<file path="src/rtl/intr_steer_pkg.sv">
package intr_steer_pkg;

    // Decoded register kinds seen by the register port
    typedef enum logic [3:0] {
        RK_IRQ_STAT,
        RK_FIQ_STAT,
        RK_RAW_STAT,
        RK_ROUTE,
        RK_EN_SET,
        RK_EN_CLR,
        RK_SW_SET,
        RK_SW_CLR,
        RK_LOCK,
        RK_IDENT,
        RK_NONE
    } reg_kind_e;

    // Word addresses whose meaning software depends on
    localparam int unsigned OFS_IRQ_STAT = 0;
    localparam int unsigned OFS_FIQ_STAT = 1;
    localparam int unsigned OFS_RAW_STAT = 2;
    localparam int unsigned OFS_ROUTE    = 3;
    localparam int unsigned OFS_EN_SET   = 4;
    localparam int unsigned OFS_EN_CLR   = 5;
    localparam int unsigned OFS_SW_SET   = 6;
    localparam int unsigned OFS_SW_CLR   = 7;
    localparam int unsigned OFS_LOCK     = 8;
    localparam int unsigned IDENT_WORDS  = 8;

    function automatic logic [7:0] ident_byte(input logic [2:0] idx);
        logic [7:0] b;
        unique case (idx)
            3'd0: b = 8'h90;
            3'd1: b = 8'h11;
            3'd2: b = 8'h04;
            3'd3: b = 8'h00;
            3'd4: b = 8'h0D;
            3'd5: b = 8'hF0;
            3'd6: b = 8'h05;
            3'd7: b = 8'hB1;
            default: b = 8'h00;
        endcase
        return b;
    endfunction

endpackage

</file>
<file path="src/rtl/isr_addr_decode.sv">
module isr_addr_decode
    import intr_steer_pkg::*;
#(
    parameter int unsigned ADDR_W = 10
) (
    input  logic [ADDR_W-1:0] addr_i,
    output reg_kind_e         kind_o,
    output logic [2:0]        ident_idx_o
);
    localparam int unsigned WIN_WORDS  = 1 << ADDR_W;
    localparam int unsigned IDENT_BASE = WIN_WORDS - IDENT_WORDS;

    always_comb begin
        ident_idx_o = addr_i[2:0];
        if (32'(addr_i) >= IDENT_BASE) begin
            kind_o = RK_IDENT;
        end else if (addr_i == ADDR_W'(OFS_IRQ_STAT)) begin
            kind_o = RK_IRQ_STAT;
        end else if (addr_i == ADDR_W'(OFS_FIQ_STAT)) begin
            kind_o = RK_FIQ_STAT;
        end else if (addr_i == ADDR_W'(OFS_RAW_STAT)) begin
            kind_o = RK_RAW_STAT;
        end else if (addr_i == ADDR_W'(OFS_ROUTE)) begin
            kind_o = RK_ROUTE;
        end else if (addr_i == ADDR_W'(OFS_EN_SET)) begin
            kind_o = RK_EN_SET;
        end else if (addr_i == ADDR_W'(OFS_EN_CLR)) begin
            kind_o = RK_EN_CLR;
        end else if (addr_i == ADDR_W'(OFS_SW_SET)) begin
            kind_o = RK_SW_SET;
        end else if (addr_i == ADDR_W'(OFS_SW_CLR)) begin
            kind_o = RK_SW_CLR;
        end else if (addr_i == ADDR_W'(OFS_LOCK)) begin
            kind_o = RK_LOCK;
        end else begin
            kind_o = RK_NONE;
        end
    end
endmodule

</file>
<file path="src/rtl/isr_ctrl_regs.sv">
module isr_ctrl_regs
    import intr_steer_pkg::*;
#(
    parameter int unsigned NUM_SRC = 32,
    parameter int unsigned DATA_W  = 32
) (
    input  logic               clk,
    input  logic               rst_n,
    input  logic               wr_en_i,
    input  reg_kind_e          kind_i,
    input  logic [DATA_W-1:0]  wdata_i,
    output logic [NUM_SRC-1:0] en_o,
    output logic [NUM_SRC-1:0] route_o,
    output logic [NUM_SRC-1:0] soft_o,
    output logic               lock_o
);
    // One-hot style strobes for each write action
    logic wr_en_set, wr_en_clr, wr_sw_set, wr_sw_clr, wr_route, wr_lock;

    always_comb begin
        wr_en_set = 1'b0;
        wr_en_clr = 1'b0;
        wr_sw_set = 1'b0;
        wr_sw_clr = 1'b0;
        wr_route  = 1'b0;
        wr_lock   = 1'b0;
        if (wr_en_i) begin
            unique case (kind_i)
                RK_EN_SET: wr_en_set = 1'b1;
                RK_EN_CLR: wr_en_clr = 1'b1;
                RK_SW_SET: wr_sw_set = 1'b1;
                RK_SW_CLR: wr_sw_clr = 1'b1;
                RK_ROUTE:  wr_route  = 1'b1;
                RK_LOCK:   wr_lock   = 1'b1;
                default: ;
            endcase
        end
    end

    // Per-source storage cells
    for (genvar g = 0; g < NUM_SRC; g++) begin : g_src
        always_ff @(posedge clk or negedge rst_n) begin
            if (!rst_n) begin
                en_o[g]    <= 1'b0;
                soft_o[g]  <= 1'b0;
                route_o[g] <= 1'b0;
            end else begin
                if (wr_en_set && wdata_i[g]) begin
                    en_o[g] <= 1'b1;
                end else if (wr_en_clr && wdata_i[g]) begin
                    en_o[g] <= 1'b0;
                end
                if (wr_sw_set && wdata_i[g]) begin
                    soft_o[g] <= 1'b1;
                end else if (wr_sw_clr && wdata_i[g]) begin
                    soft_o[g] <= 1'b0;
                end
                if (wr_route) begin
                    route_o[g] <= wdata_i[g];
                end
            end
        end
    end

    always_ff @(posedge clk or negedge rst_n) begin
        if (!rst_n) begin
            lock_o <= 1'b0;
        end else if (wr_lock) begin
            lock_o <= wdata_i[0];
        end
    end
endmodule

</file>
<file path="src/rtl/isr_status_path.sv">
module isr_status_path #(
    parameter int unsigned NUM_SRC = 32
) (
    input  logic [NUM_SRC-1:0] req_i,
    input  logic [NUM_SRC-1:0] soft_i,
    input  logic [NUM_SRC-1:0] en_i,
    input  logic [NUM_SRC-1:0] route_i,
    output logic [NUM_SRC-1:0] raw_o,
    output logic [NUM_SRC-1:0] irq_o,
    output logic [NUM_SRC-1:0] fiq_o,
    output logic               fiq_any_o
);
    always_comb begin
        raw_o     = req_i | soft_i;
        irq_o     = raw_o & en_i & ~route_i;
        fiq_o     = raw_o & route_i;
        fiq_any_o = |fiq_o;
    end
endmodule

</file>
<file path="src/rtl/intr_steer_regs.sv">
module intr_steer_regs
    import intr_steer_pkg::*;
#(
    parameter int unsigned NUM_SRC = 32,
    parameter int unsigned DATA_W  = 32,
    parameter int unsigned ADDR_W  = 10
) (
    input  logic               clk,
    input  logic               rst_n,
    input  logic [NUM_SRC-1:0] req_i,
    input  logic               wr_en_i,
    input  logic               rd_en_i,
    input  logic [ADDR_W-1:0]  addr_i,
    input  logic [DATA_W-1:0]  wdata_i,
    output logic [DATA_W-1:0]  rdata_o,
    output logic [NUM_SRC-1:0] irq_pend_o,
    output logic               fiq_o
);
    reg_kind_e          kind;
    logic [2:0]         ident_idx;
    logic [NUM_SRC-1:0] en_w, route_w, soft_w;
    logic               lock_w;
    logic [NUM_SRC-1:0] raw_w, irq_w, fiq_w;
    logic               fiq_any_w;
    logic [DATA_W-1:0]  rd_next;

    isr_addr_decode #(.ADDR_W(ADDR_W)) u_dec (
        .addr_i      (addr_i),
        .kind_o      (kind),
        .ident_idx_o (ident_idx)
    );

    isr_ctrl_regs #(.NUM_SRC(NUM_SRC), .DATA_W(DATA_W)) u_ctrl (
        .clk     (clk),
        .rst_n   (rst_n),
        .wr_en_i (wr_en_i),
        .kind_i  (kind),
        .wdata_i (wdata_i),
        .en_o    (en_w),
        .route_o (route_w),
        .soft_o  (soft_w),
        .lock_o  (lock_w)
    );

    isr_status_path #(.NUM_SRC(NUM_SRC)) u_stat (
        .req_i     (req_i),
        .soft_i    (soft_w),
        .en_i      (en_w),
        .route_i   (route_w),
        .raw_o     (raw_w),
        .irq_o     (irq_w),
        .fiq_o     (fiq_w),
        .fiq_any_o (fiq_any_w)
    );

    // Read selection
    always_comb begin
        unique case (kind)
            RK_IRQ_STAT: rd_next = DATA_W'(irq_w);
            RK_FIQ_STAT: rd_next = DATA_W'(fiq_w);
            RK_RAW_STAT: rd_next = DATA_W'(raw_w);
            RK_ROUTE:    rd_next = DATA_W'(route_w);
            RK_EN_SET:   rd_next = DATA_W'(en_w);
            RK_SW_SET:   rd_next = DATA_W'(soft_w);
            RK_LOCK:     rd_next = DATA_W'(lock_w);
            RK_IDENT:    rd_next = DATA_W'(ident_byte(ident_idx));
            default:     rd_next = '0;
        endcase
    end

    always_ff @(posedge clk or negedge rst_n) begin
        if (!rst_n) begin
            rdata_o <= '0;
        end else if (rd_en_i) begin
            rdata_o <= rd_next;
        end
    end

    assign irq_pend_o = irq_w;
    assign fiq_o      = fiq_any_w;
endmodule

</file>
<file path="config.mk">
export PLATFORM = sky130hd
export DESIGN_NAME = intr_steer_regs
export DESIGN_NICKNAME = d
export VERILOG_FILES = /design/src/rtl/intr_steer_pkg.sv /design/src/rtl/isr_addr_decode.sv /design/src/rtl/isr_ctrl_regs.sv /design/src/rtl/isr_status_path.sv /design/src/rtl/intr_steer_regs.sv
export SDC_FILE = /design/constraint.sdc
export NUM_CORES = 1
export LEC_CHECK = 0
export BUFFER_PORTS_ARGS = -buffer_cell sky130_fd_sc_hd__buf_2
export CAP_MARGIN = 20
export CORE_UTILIZATION = 45
export CTS_CLUSTER_DIAMETER = 30
export DETAILED_ROUTE_END_ITERATION = 8
export GPL_TIMING_DRIVEN = 0
export PLACE_DENSITY = 0.67
export SYNTH_ARGS = -nofsm -noshare
export SYNTH_HDL_FRONTEND = slang
export SYNTH_SLANG_ARGS = --single-unit
</file>
<file path="constraint.sdc">
create_clock -name clk -period 2 [get_ports clk]
set_clock_uncertainty 0.2 [all_clocks]
set_input_delay 0.2 -clock clk [delete_from_list [all_inputs] [get_ports clk]]
set_output_delay 0.2 -clock clk [all_outputs]
set_load 0.005 [all_outputs]
</file>
==> results.py <==
metrics = {
    "status": {
        "outcome": "finished, violations left",
        "violations": "negative setup slack",
    },
    "clocking": {
        "cts_tree": "yes",
        "cts_made_buffers": 17,
        "clock_tree.buffer_depth": 2,
        "h-tree-depth": 4,
        "numClockSinks": 129,
        "clock_insertion_delay_worst_skew_ns": 0.43,
        "clk_pin_slew_ns": 0.05,
        "root_buffer": "clkbuf_16",
    },
    "placed_design": {
        "placement.setup.worst_slack_ns": -1.10,
        "dp_hpwl_mm": 16.8,
        "place_congestion": 0.945,
        "io_buffers": 142,
        "dp_cells": 1121,
    },
    "worst_setup_path": {
        "rrSetupSlack_ns": 0.13,
        "worst_ep_arrival_time_ns": 1.90,
        "worst_r2r_endpoint": "rdata_o[7]",
        "rr_startpoint": "u_ctrl.route_o[7]",
        "timing_worst_setup_path_type": "flop to output port",
        "worst_path_max_delay_cell": "dfrtp_2",
        "crit_chain": "o21ai_4, o2111ai_2, nor4_4, nand2_1, buf_2",
        "timing.critical_path.from_type": "flop",
        "worstPathMaxFanout": 2,
        "timing.critical_path.from": "u_ctrl.soft_o[3]",
        "critical_path_required_ns": 1.60,
        "worst_setup_path_end_kind": "output port",
        "r2r.worst_path.cells": 5,
        "cpPeakStageDelay_ns": 0.43,
    },
    "floorplanning": {
        "die_h_um": 129,
        "dieArea_um2": 16600,
        "core.rowCount": 45,
        "io-pin-count": 143,
        "fp.dieW_um": 129,
        "placeableCoreArea_um2": 15400,
        "floorplan.initialDensity": 0.469,
    },
    "grt": {
        "grt_start_max_net_pins": 89,
        "grt_first_pass_wirelength_mm": 39.9,
        "grt_antenna_before_repair": 0,
        "grt_remaining_overflow": 0,
        "combined_global_route_utilization_of_all_metal_layers": 0.324,
        "first_global_vias": 7108,
    },
    "drt": {
        "detail_route.wl_per_cell_um": 21.8,
        "ant_nets": 0,
        "first_pass_iters": 6,
        "drt-vias-per-instance": 6.16,
        "routed-via-count": 7475,
        "total_length_of_routed_wires_mm": 26.4,
        "dr.max_layer_used": "met4",
        "drt-initial-drc-count": 952,
        "detailroute.wirelength.met3_mm": 2.40,
        "met2_length_mm": 12.2,
        "met1_length_mm": 11.1,
        "detail_route.drc_violations": 0,
    },
    "yosys": {
        "synth.cell_area_um2": 7230,
        "synth_register_bits": 129,
        "ys_dominant_reg_cell": "dfrtp_1",
        "synth-adder-area-share": 0,
        "count_of_flip_flops_with_a_built_in_enable_after_synthesis": 0,
        "synth_sequential_area_ratio": 0.447,
        "postSynthCellCount": 767,
        "synth_simple_gate_area_frac": 0.170,
        "largest_family_of_logic_cells_by_synthesized_area": "compound AO/OA/AOI/OAI gates",
        "async_reset_ff_frac": 1.00,
        "synth_nets": 845,
        "synth_warnings": 0,
        "share_of_the_synthesized_area_in_compound_gates_ao_oa_aoi_oai": 0.254,
        "synthDistinctLibCells": 50,
        "post_synth_xor_area_fraction": 0.00121,
        "post_synth_mux_area_share": 0.0888,
        "synth.avg_cell_area_um2": 9.43,
    },
    "timing": {
        "final.period_utilization": 1.15,
        "setup_viol": 26,
        "finalMaxSlewViolations": 0,
        "rsz_0062_raised_after_global_routing": "yes",
        "final-hold-violation-count": 0,
        "clock.fmax_ghz": 0.435,
        "final_critical_path_setup_slack_ns": -0.297,
        "tns_ns": -2.51,
        "timing.slew.headroom": 0.104,
        "timing_worst_slew_pin_value_ns": 1.34,
        "post-route-min-period_ns": 2.30,
    },
    "layout": {
        "most_common_cell_after_layout_fill_and_taps_aside": "buf_2",
        "finalNetCount": 1070,
        "num_antenna_cells": 0,
        "finalNonFillerCells": 1214,
        "filler_cell_count": 1234,
        "most-common-layout-cells": "buf_2, dfrtp_1, nand2_1",
        "area_growth_syn_to_layout_pct": 40.7,
        "layout_cell_share_with_drive_strength_beyond_1": 0.351,
    },
    "min_path": {
        "min_delay_worst_endpoint": "rdata_o[6]",
        "min_delay_path_depth": 4,
        "timing.hold.worst.start": "addr_i[0]",
        "hp-class": "primary input to flop",
    },
    "power_and_ir_drop": {
        "irDropWorstVdd_v": 0.000668,
        "power.static_leakage_nw": 4.54,
        "pwr_density_nw_per_um2": 616,
    },
    "run": {
        "maxCapViolations": 0,
    },
}
worst max-delay path by stage:
stage | end | cells after the start
2_1_floorplan | rdata_o[31] | 5
3_3_place_gp | rdata_o[11] | 1
3_5_place_dp | rdata_o[14] | 8
4_1_cts | fiq_o | 5
5_1_grt | fiq_o | 5
6_report | fiq_o | 5
cells in the mapped netlist, types with 3 or more instances:
library cell  count  area, um2
dfrtp_1         129       3230
nand2_1         116        435
a22o_1           64        561
nor2_1           62        233
mux2_2           57        642
o21ai_0          55        275
a21oi_1          37        185
clkbuf_1         37        139
inv_1            29        109
nor3b_1          29        218
a222oi_1         26        260
o2bb2ai_1        24        210
o2111ai_1         8       70.1
a32oi_1           7       61.3
buf_1             7       26.3
nor3_1            7       35.0
nor2b_1           6       37.5
a22oi_1           5       37.5
nand2b_1          5       31.3
nand3_1           4       20.0
nand4_1           4       25.0
and2_1            3       18.8
and4_1            3       26.3
buf_2             3       15.0
nor4_1            3       18.8
area by class of cell:
| type | instances | area (um2) | area share |
|---|---|---|---|
| Tap cell | 211 | 264 | 0.0260 |
| Inverter | 29 | 109 | 0.0107 |
| Clock inverter | 3 | 21.3 | 0.00209 |
| Multi-Input combinational cell | 562 | 4300 | 0.423 |
| Sequential cell | 129 | 3230 | 0.318 |
| Clock buffer | 27 | 533 | 0.0524 |
| Buffer | 46 | 303 | 0.0298 |
| Timing Repair Buffer | 207 | 1410 | 0.139 |
logic make-up (layout without fill, tap and decap cells):
| kind of cell | Yosys count | after routing |
|---|---|---|
| flops | 129 | 129 |
| xor+xnor | 1 | 1 |
| buf+inv | 76 | 312 |
| compound gates | 247 | 247 |
| mux | 57 | 57 |
| simple gates | 257 | 257 |
critical path: cells and delay by family (launching register included):
kind            cells  cell delay (ns)
compound gates      2             0.39
buf+inv             1             0.15
flops               1             0.43
simple gates        2             0.50
what timing repair did:
item | 4_1_cts | 5_1_grt
buffers inserted | 17 | 3
endpoints found under the setup margin | 125 | 124
cloned | 2 | 0
resized for setup | 119 | 45
pin swaps | 40 | 6
hold buffers | 42 | 0
endpoints found under the hold margin | 232 | 0
routing by layer:
layer	GRT usage	vias up
met5	0	-
met4	0.148	0
met3	0.0690	49
met2	0.514	434
met1	0.426	3654
li1	-	3338
power by group:
group / switching, W / total, W / leakage [nW] / internal (W)
clock network: 0.00113 / 0.00294 / 0.272 / 0.00180
logic: 0.000385 / 0.000642 / 2.47 / 0.000257
registers: 0.0000420 / 0.00269 / 1.80 / 0.00264
total: 0.00156 / 0.00626 / 4.54 / 0.00470
per-stage QoR:
step	util	total power, W	instance area, um2	hold slack [ns]
final	0.659	0.00626	10200	0.0354
after global routing	0.659	0.00645	10200	0.0630
after CTS	0.641	0.00624	9890	0.0308
after detailed placement	0.539	0.00323	8310	-0.0522
after global placement	0.537	0.00322	8280	0.267
after floorplan	-	0.00294	7300	-0.296
flip-flops by register name, indices dropped and copies added (netlist names):
register / count
u_ctrl.soft_o: 32
u_ctrl.en_o: 32
u_ctrl.lock_o: 1
rdata_o: 32
u_ctrl.route_o: 32
(Power assumes the default switching activity.)
